`src/rtl/ecb_pkg.sv`:
```
// Shared types for the split-mode event counter bank.
// Assumes: nothing beyond the IEEE 1800-2017 language.
package ecb_pkg;
    // Address region picked by the bus decoder.
    typedef enum logic [1:0] {
        RG_CTRL = 2'd0,
        RG_CNT  = 2'd1,
        RG_NONE = 2'd2
    } ecb_region_e;
endpackage

```
`src/rtl/ecb_ctrl_reg.sv`:
```
// Bus decoder and global control word for the counter bank.
// It holds the enable bit and the per-counter size bits, raises commit on
// a control write with enable set, and produces one-hot counter write strobes.
// Assumes: at most one bus write per cycle, and CNT_W-1 > NUM_PHYS.
module ecb_ctrl_reg
    import ecb_pkg::*;
#(
    parameter int NUM_PHYS = 8,
    parameter int CNT_W    = 32,
    parameter int BUS_W    = 64,
    localparam int IDX_W   = $clog2(NUM_PHYS),
    localparam int ADDR_W  = IDX_W + 1
) (
    input  logic                clk_i,
    input  logic                rst_ni,
    input  logic                wr_en_i,
    input  logic [ADDR_W-1:0]   addr_i,
    input  logic [BUS_W-1:0]    wdata_i,
    output logic                en_o,
    output logic [NUM_PHYS-1:0] size_o,
    output logic                commit_o,
    output logic [NUM_PHYS-1:0] ctr_wr_o,
    output ecb_region_e         region_o,
    output logic [IDX_W-1:0]    idx_o,
    output logic [CNT_W-1:0]    ctrl_word_o
);
    logic [CNT_W-1:0] wr_word;
    logic             ctrl_wr;

    assign wr_word = wdata_i[BUS_W-1 -: CNT_W];
    assign idx_o   = addr_i[IDX_W-1:0];

    // Map the word address onto a register region.
    always_comb begin
        if (addr_i[ADDR_W-1])        region_o = RG_CNT;
        else if (idx_o == '0)        region_o = RG_CTRL;
        else                         region_o = RG_NONE;
    end

    assign ctrl_wr  = wr_en_i && (region_o == RG_CTRL);
    assign commit_o = ctrl_wr && wr_word[CNT_W-1];

    // One write strobe per physical counter.
    for (genvar i = 0; i < NUM_PHYS; i++) begin : g_wr
        assign ctr_wr_o[i] = wr_en_i && (region_o == RG_CNT) && (idx_o == IDX_W'(i));
    end

    // Control word register: enable bit and size bits.
    always_ff @(posedge clk_i) begin
        if (!rst_ni) begin
            en_o   <= 1'b0;
            size_o <= '0;
        end else if (ctrl_wr) begin
            en_o   <= wr_word[CNT_W-1];
            size_o <= wr_word[NUM_PHYS-1:0];
        end
    end

    assign ctrl_word_o = {en_o, {(CNT_W-1-NUM_PHYS){1'b0}}, size_o};


    ctrl_store_chk: assert property (@(posedge clk_i) disable iff (!rst_ni)
        ctrl_wr |=> (en_o == $past(wr_word[CNT_W-1])) &&
                    (size_o == $past(wr_word[NUM_PHYS-1:0])));


    ctrl_hold_chk: assert property (@(posedge clk_i) disable iff (!rst_ni)
        !ctrl_wr |=> $stable(en_o) && $stable(size_o));
endmodule

```
`src/rtl/ecb_slice.sv`:
```
// One physical counter with its holding latch and pending flag.
// In full mode the whole word counts ev_hi_i. In split mode the upper half
// counts ev_hi_i and the lower half counts ev_lo_i, with no carry between them.
// A commit with a pending latch value overrides counting in that cycle.
// Assumes: wr_i and commit_i are never high together, and CNT_W is even.
module ecb_slice #(
    parameter int CNT_W = 32
) (
    input  logic             clk_i,
    input  logic             rst_ni,
    input  logic             en_i,
    input  logic             split_i,
    input  logic             commit_i,
    input  logic             wr_i,
    input  logic [CNT_W-1:0] wdata_i,
    input  logic             ev_hi_i,
    input  logic             ev_lo_i,
    output logic [CNT_W-1:0] cnt_o,
    output logic             ovf_hi_o,
    output logic             ovf_lo_o
);
    localparam int HALF_W = CNT_W / 2;

    logic [CNT_W-1:0]  cnt_q, cnt_d, latch_q;
    logic [HALF_W-1:0] hi_q, lo_q;
    logic              pend_q, load, ovf_hi_d, ovf_lo_d;

    assign hi_q  = cnt_q[CNT_W-1:HALF_W];
    assign lo_q  = cnt_q[HALF_W-1:0];
    assign load  = commit_i && pend_q;
    assign cnt_o = cnt_q;

    // Next counter value and wrap detection.
    always_comb begin
        cnt_d    = cnt_q;
        ovf_hi_d = 1'b0;
        ovf_lo_d = 1'b0;
        if (load) begin
            cnt_d = latch_q;
        end else if (en_i) begin
            if (split_i) begin
                cnt_d    = {hi_q + HALF_W'(ev_hi_i), lo_q + HALF_W'(ev_lo_i)};
                ovf_hi_d = ev_hi_i && (&hi_q);
                ovf_lo_d = ev_lo_i && (&lo_q);
            end else begin
                cnt_d    = cnt_q + CNT_W'(ev_hi_i);
                ovf_hi_d = ev_hi_i && (&cnt_q);
            end
        end
    end

    // Counter and overflow pulse registers.
    always_ff @(posedge clk_i) begin
        if (!rst_ni) begin
            cnt_q    <= '0;
            ovf_hi_o <= 1'b0;
            ovf_lo_o <= 1'b0;
        end else begin
            cnt_q    <= cnt_d;
            ovf_hi_o <= ovf_hi_d;
            ovf_lo_o <= ovf_lo_d;
        end
    end

    // Holding latch and pending flag.
    always_ff @(posedge clk_i) begin
        if (!rst_ni) begin
            latch_q <= '0;
            pend_q  <= 1'b0;
        end else if (wr_i) begin
            latch_q <= wdata_i;
            pend_q  <= 1'b1;
        end else if (load) begin
            pend_q  <= 1'b0;
        end
    end


    latch_only_chk: assert property (@(posedge clk_i) disable iff (!rst_ni)
        wr_i |=> pend_q && (latch_q == $past(wdata_i)));


    latch_no_touch_chk: assert property (@(posedge clk_i) disable iff (!rst_ni)
        (wr_i && !en_i) |=> $stable(cnt_q));


    commit_load_chk: assert property (@(posedge clk_i) disable iff (!rst_ni)
        load |=> (cnt_q == $past(latch_q)) && !pend_q);


    no_carry_chk: assert property (@(posedge clk_i) disable iff (!rst_ni)
        (split_i && !load && !ev_hi_i) |=> $stable(hi_q));


    frozen_chk: assert property (@(posedge clk_i) disable iff (!rst_ni)
        (!en_i && !load) |=> $stable(cnt_q));


    ovf_hi_zero_chk: assert property (@(posedge clk_i) disable iff (!rst_ni)
        ovf_hi_o |-> (hi_q == '0));


    ovf_lo_zero_chk: assert property (@(posedge clk_i) disable iff (!rst_ni)
        ovf_lo_o |-> (lo_q == '0));
endmodule

```
`src/rtl/split_event_counter_bank.sv`:
```
// Top of the split-mode event counter bank. It places one slice per physical
// counter, routes events and overflow pulses by logical index (upper halves
// at 0..N-1, lower halves at N..2N-1), and multiplexes the bus read word.
// Assumes: a combinational read path. The read word follows addr_i in the
// same cycle.
module split_event_counter_bank
    import ecb_pkg::*;
#(
    parameter int NUM_PHYS = 8,
    parameter int CNT_W    = 32,
    parameter int BUS_W    = 64,
    localparam int IDX_W   = $clog2(NUM_PHYS),
    localparam int ADDR_W  = IDX_W + 1,
    localparam int LOG_N   = 2 * NUM_PHYS
) (
    input  logic              clk_i,
    input  logic              rst_ni,
    input  logic              wr_en_i,
    input  logic [ADDR_W-1:0] addr_i,
    input  logic [BUS_W-1:0]  wdata_i,
    output logic [BUS_W-1:0]  rdata_o,
    input  logic [LOG_N-1:0]  ev_i,
    output logic [LOG_N-1:0]  ovf_o
);
    logic                en;
    logic [NUM_PHYS-1:0] size, ctr_wr;
    logic                commit;
    ecb_region_e         region;
    logic [IDX_W-1:0]    idx;
    logic [CNT_W-1:0]    ctrl_word;
    logic [CNT_W-1:0]    cnt_w [NUM_PHYS];
    logic [CNT_W-1:0]    rd_word;

    ecb_ctrl_reg #(
        .NUM_PHYS (NUM_PHYS),
        .CNT_W    (CNT_W),
        .BUS_W    (BUS_W)
    ) u_ctrl (
        .clk_i       (clk_i),
        .rst_ni      (rst_ni),
        .wr_en_i     (wr_en_i),
        .addr_i      (addr_i),
        .wdata_i     (wdata_i),
        .en_o        (en),
        .size_o      (size),
        .commit_o    (commit),
        .ctr_wr_o    (ctr_wr),
        .region_o    (region),
        .idx_o       (idx),
        .ctrl_word_o (ctrl_word)
    );

    for (genvar p = 0; p < NUM_PHYS; p++) begin : g_slice
        ecb_slice #(.CNT_W(CNT_W)) u_slice (
            .clk_i    (clk_i),
            .rst_ni   (rst_ni),
            .en_i     (en),
            .split_i  (size[p]),
            .commit_i (commit),
            .wr_i     (ctr_wr[p]),
            .wdata_i  (wdata_i[BUS_W-1 -: CNT_W]),
            .ev_hi_i  (ev_i[p]),
            .ev_lo_i  (ev_i[p+NUM_PHYS]),
            .cnt_o    (cnt_w[p]),
            .ovf_hi_o (ovf_o[p]),
            .ovf_lo_o (ovf_o[p+NUM_PHYS])
        );
    end

    // Select the register addressed by the bus.
    always_comb begin
        case (region)
            RG_CTRL: rd_word = ctrl_word;
            RG_CNT:  rd_word = cnt_w[idx];
            default: rd_word = '0;
        endcase
    end

    assign rdata_o = {rd_word, {(BUS_W-CNT_W){1'b0}}};


    unmapped_read_chk: assert property (@(posedge clk_i) disable iff (!rst_ni)
        (region == RG_NONE) |-> (rdata_o == '0));
endmodule

```
`config.mk`:
```
export PLATFORM = sky130hd
export DESIGN_NAME = split_event_counter_bank
export DESIGN_NICKNAME = d
export VERILOG_FILES = /design/src/rtl/ecb_pkg.sv /design/src/rtl/ecb_ctrl_reg.sv /design/src/rtl/ecb_slice.sv /design/src/rtl/split_event_counter_bank.sv
export SDC_FILE = /design/constraint.sdc
export NUM_CORES = 2
export LEC_CHECK = 0
export BUFFER_PORTS_ARGS = -buffer_cell sky130_fd_sc_hd__buf_2
export CAP_MARGIN = 20
export CORE_MARGIN = 3
export CORE_UTILIZATION = 35
export DETAILED_ROUTE_END_ITERATION = 10
export SETUP_SLACK_MARGIN = 0.4
export SLEW_MARGIN = 20
export SYNTH_ARGS = -nofsm -noshare
export SYNTH_HDL_FRONTEND = slang
export SYNTH_SLANG_ARGS = --single-unit
```
`constraint.sdc`:
```
create_clock -name clk_i -period 3.2 [get_ports clk_i]
set_clock_uncertainty 0.15 [all_clocks]
set_input_delay 0.64 -clock clk_i [delete_from_list [all_inputs] [get_ports clk_i]]
set_output_delay 0.64 -clock clk_i [all_outputs]
set_load 0.02 [all_outputs]
```
==> flow_summary_export.csv <==
group,metric,value,unit
critical_path,path_cells,"mux4_2, nand3_1, o21ai_2, buf_2",
floorplanning,coreArea,79400,um2
routing,dr.pass1.iters,5,
routing,wirelength,95900,um
power,p_sw_frac,0.241,
clock_network,clock_latency,0.64,ns
routing,antenna_left,0,
critical_path,slowest_stage,"mux4_2",
critical_path,start_kind,"flip-flop",
critical_path,rrSetupSlack,0.59,ns
critical_path,rr_startpoint,"g_slice[4].u_slice.cnt_o[0]$_SDFFE_PN0P_",
power,switchingPower,3.46,mW
floorplanning,dieArea,84100,um2
global_routing,antenna_found_initial,3,
floorplanning,fp-row-count,103,
place,placedInstanceArea,29800,um2
critical_path,reg2regPathDepth,9,
sta,tightest_slew,0.989,ns
finish,final_common_cell,"nand2_1",
yosys,syn_inst,3503,
critical_path,end_kind,"primary output",
yosys,synthTopCellsByArea,"dfxtp_1, nand2_1, a21oi_1",
finish,finalInstanceArea,32500,um2
power,power.density,442,nW/um2
power,seqPwrFrac,0.478,
sta,setup_viol,0,
finish,seqCellArea,11000,um2
sta,fmax,0.352,GHz
sta,period_share,0.887,
finish,multi_input_area,16200,um2
critical_path,cp_num_buf_inv,1,
clock_network,h-tree-depth,2,
clock_network,clockBufferDepth,3,
floorplanning,ioPinCount,167,
yosys,yosysTopAreaCell,"dfxtp_1",
critical_path,required,2.41,ns
global_routing,grtUsageTotal,0.218,
finish,area_delta_synth_final,15.1,%
yosys,synthAdderAreaFrac,0.0213,
sta,period_needed,2.84,ns
power,leakage,10.8,nW
critical_path,max_stage_delay,0.53,ns
routing,drtIter0Drc,2315,
yosys,yosysSeqAreaShare,0.387,
critical_path,path_delay_family,"multiplexers",
place,io_buffers,102,
yosys,synth_simple_gate_area_frac,0.241,
yosys,synth.mux.area_fraction,0.0791,
floorplanning,initial_core_util,0.356,
clock_network,cts_buffers,60,
yosys,synthXorXnorAreaFrac,0.0388,
floorplanning,fp.dieH,290,um
yosys,synth_warnings,0,
power,p_comb_frac,0.051,
worst_hold_path,min_from,"ev_i[12]",
clock_network,cts.clk_slew.worst_paths,0.06,ns
yosys,synth_edf_count,0,
finish,drive_gt1_frac,0.166,
global_routing,grt_pass1_wl,145000,um
place,place.gp.congestion,0.897,
yosys,synth_top_family_by_area,"simple AND/OR/NAND/NOR gates",
critical_path,crit_type,"flip-flop to primary output",
clock_network,cts-root-buf,"clkbuf_16",
job,max_cap_viol_count,0,
power,p_clk_frac,0.471,
worst_hold_path,min_to,"g_slice[4].u_slice.ovf_lo_o$_SDFF_PP0_",
worst_hold_path,min_path_type,"input port to flip-flop",
clock_network,cts_tree,"yes",
status,status,"finished clean",
sta,maxSlewViolCount,0,
sta,rsz0062_at_grt,"yes",
yosys,synth_cell_types,76,
power,irDropWorstVdd,467,uV
sta,tns,0,ns
yosys,synthFlopType,"dfxtp_1",
critical_path,arrival,2.05,ns
finish,nets,3643,
routing,route.detailed.drc,0,
routing,num_vias,26001,
global_routing,grt_pass1_vias,23663,
clock_network,holdBufCountCts,0,
clock_network,cts_sinks,545,
finish,fillCellCount,8105,
finish,fin_util,0.409,
critical_path,cp_num_cells,4,
sta,finalHoldViolations,0,
worst_hold_path,hold-path-cell-count,3,
yosys,synthArstFlopShare,0,
critical_path,worstReg2RegEnd,"g_slice[4].u_slice.cnt_o[28]$_SDFFE_PN0P_",
critical_path,cp_max_fo,5,
global_routing,grt_max_degree,150,
floorplanning,die_width,290,um
yosys,synth_area,28200,um2
yosys,ys_seq_elements,545,
power,power.internal,10.9,mW
yosys,synthDominantCellAreaShare,0.387,
yosys,syn_area_per_cell,8.06,um2
routing,vias_per_cell,5.64,
yosys,synth_compound_area_frac,0.175,
place,dp_hpwl,67800,um
sta,slew_headroom,0.340,
finish,most-common-layout-cells,"nand2_1, dfxtp_1, a21oi_1, o21ai_0, nor2_1",
global_routing,gr-total-overflow,0,
routing,wl_per_cell,20.8,um
==> per-stage QoR <==
stage,instances,power [mW],hold slack (ns),setup slack [ns]
global placement,4465,7.70,0.288,0.150
finish,4608,14.4,0.120,0.362
CTS,4585,14.5,0.0848,0.351
global route,4605,14.8,0.125,0.337
floorplan,3534,7.47,0.282,0.373
detailed placement,4465,7.70,0.292,0.137
==> sequential cells by signal (all words and copies together), names as in the netlist <==
signal	cells
u_ctrl.size_o	8
g_slice.u_slice.pend_q	8
g_slice.u_slice.latch_q	256
u_ctrl.en_o	1
g_slice.u_slice.ovf_lo_o	8
g_slice.u_slice.ovf_hi_o	8
g_slice.u_slice.cnt_o	256
==> logic make-up after synthesis <==
group | after synthesis
multiplexers | 140
buffers and inverters | 363
other | 1
flip-flops | 545
adder cells (fa/ha/maj) | 48
XOR/XNOR | 125
AO/OA/AOI/OAI | 840
AND/OR/NAND/NOR | 1441
==> worst min-delay path: stages <==
cell,delay (ns)
buf_2,0.10
nand2_1,0.06
nor3_1,0.06
==> cell type report <==
class                           count  share of cell area
Inverter                           34             0.00416
Timing Repair Buffer              241              0.0589
Clock inverter                     17             0.00335
Sequential cell                   545               0.340
Clock buffer                       92              0.0555
Antenna cell                        3            0.000231
Multi-Input combinational cell   2626               0.497
Tap cell                         1050              0.0404
==> how the worst max path moves through the flow <==
stage / from / endpoint
3_3_place_gp: addr_i[0] / rdata_o[32]
3_5_place_dp: addr_i[0] / rdata_o[63]
4_1_cts: g_slice[3].u_slice.cnt_o[7]$_SDFFE_PN0P_ / rdata_o[39]
5_1_grt: g_slice[6].u_slice.cnt_o[31]$_SDFFE_PN0P_ / rdata_o[63]
6_report: g_slice[6].u_slice.cnt_o[31]$_SDFFE_PN0P_ / rdata_o[63]
2_1_floorplan: addr_i[1] / rdata_o[39]
==> power by group through the flow <==
stage	logic [mW]	clock network, mW	registers [mW]
after global placement	0.679	0	7.02
after CTS	0.713	6.89	6.86
final	0.737	6.76	6.86
after global routing	0.786	7.14	6.86
after detailed placement	0.680	0	7.02
after floorplan	0.467	0	7.01
==> timing repair <==
action	4_1_cts	5_1_grt
pin swaps	1	4
cloned	3	0
resized for setup	99	70
buffers inserted	8	20
endpoints found under the setup margin	32	34
==> routing by layer <==
layer | up-vias | global-route usage | share of wire
met2 | 845 | 0.348 | 0.45
met5 | - | 0 | 0
met3 | 148 | 0.0306 | 0.069
li1 | 12501 | - | -
met4 | 0 | 0.0609 | 0.027
met1 | 12507 | 0.307 | 0.45
==> cells in the mapped netlist (53+ instances only) <==
| master | instances |
|---|---|
| mux4_2 | 63 |
| xor2_1 | 60 |
| nand4_1 | 76 |
| and3_1 | 53 |
| a31oi_1 | 87 |
| or3_1 | 62 |
| clkbuf_1 | 221 |
| mux2i_1 | 55 |
| o21ai_0 | 188 |
| dfxtp_1 | 545 |
| nand3_1 | 138 |
| nor2_1 | 153 |
| nand2_1 | 712 |
| a211oi_1 | 66 |
| a21oi_1 | 348 |
| xnor2_1 | 65 |
(Power assumes the default switching activity.)
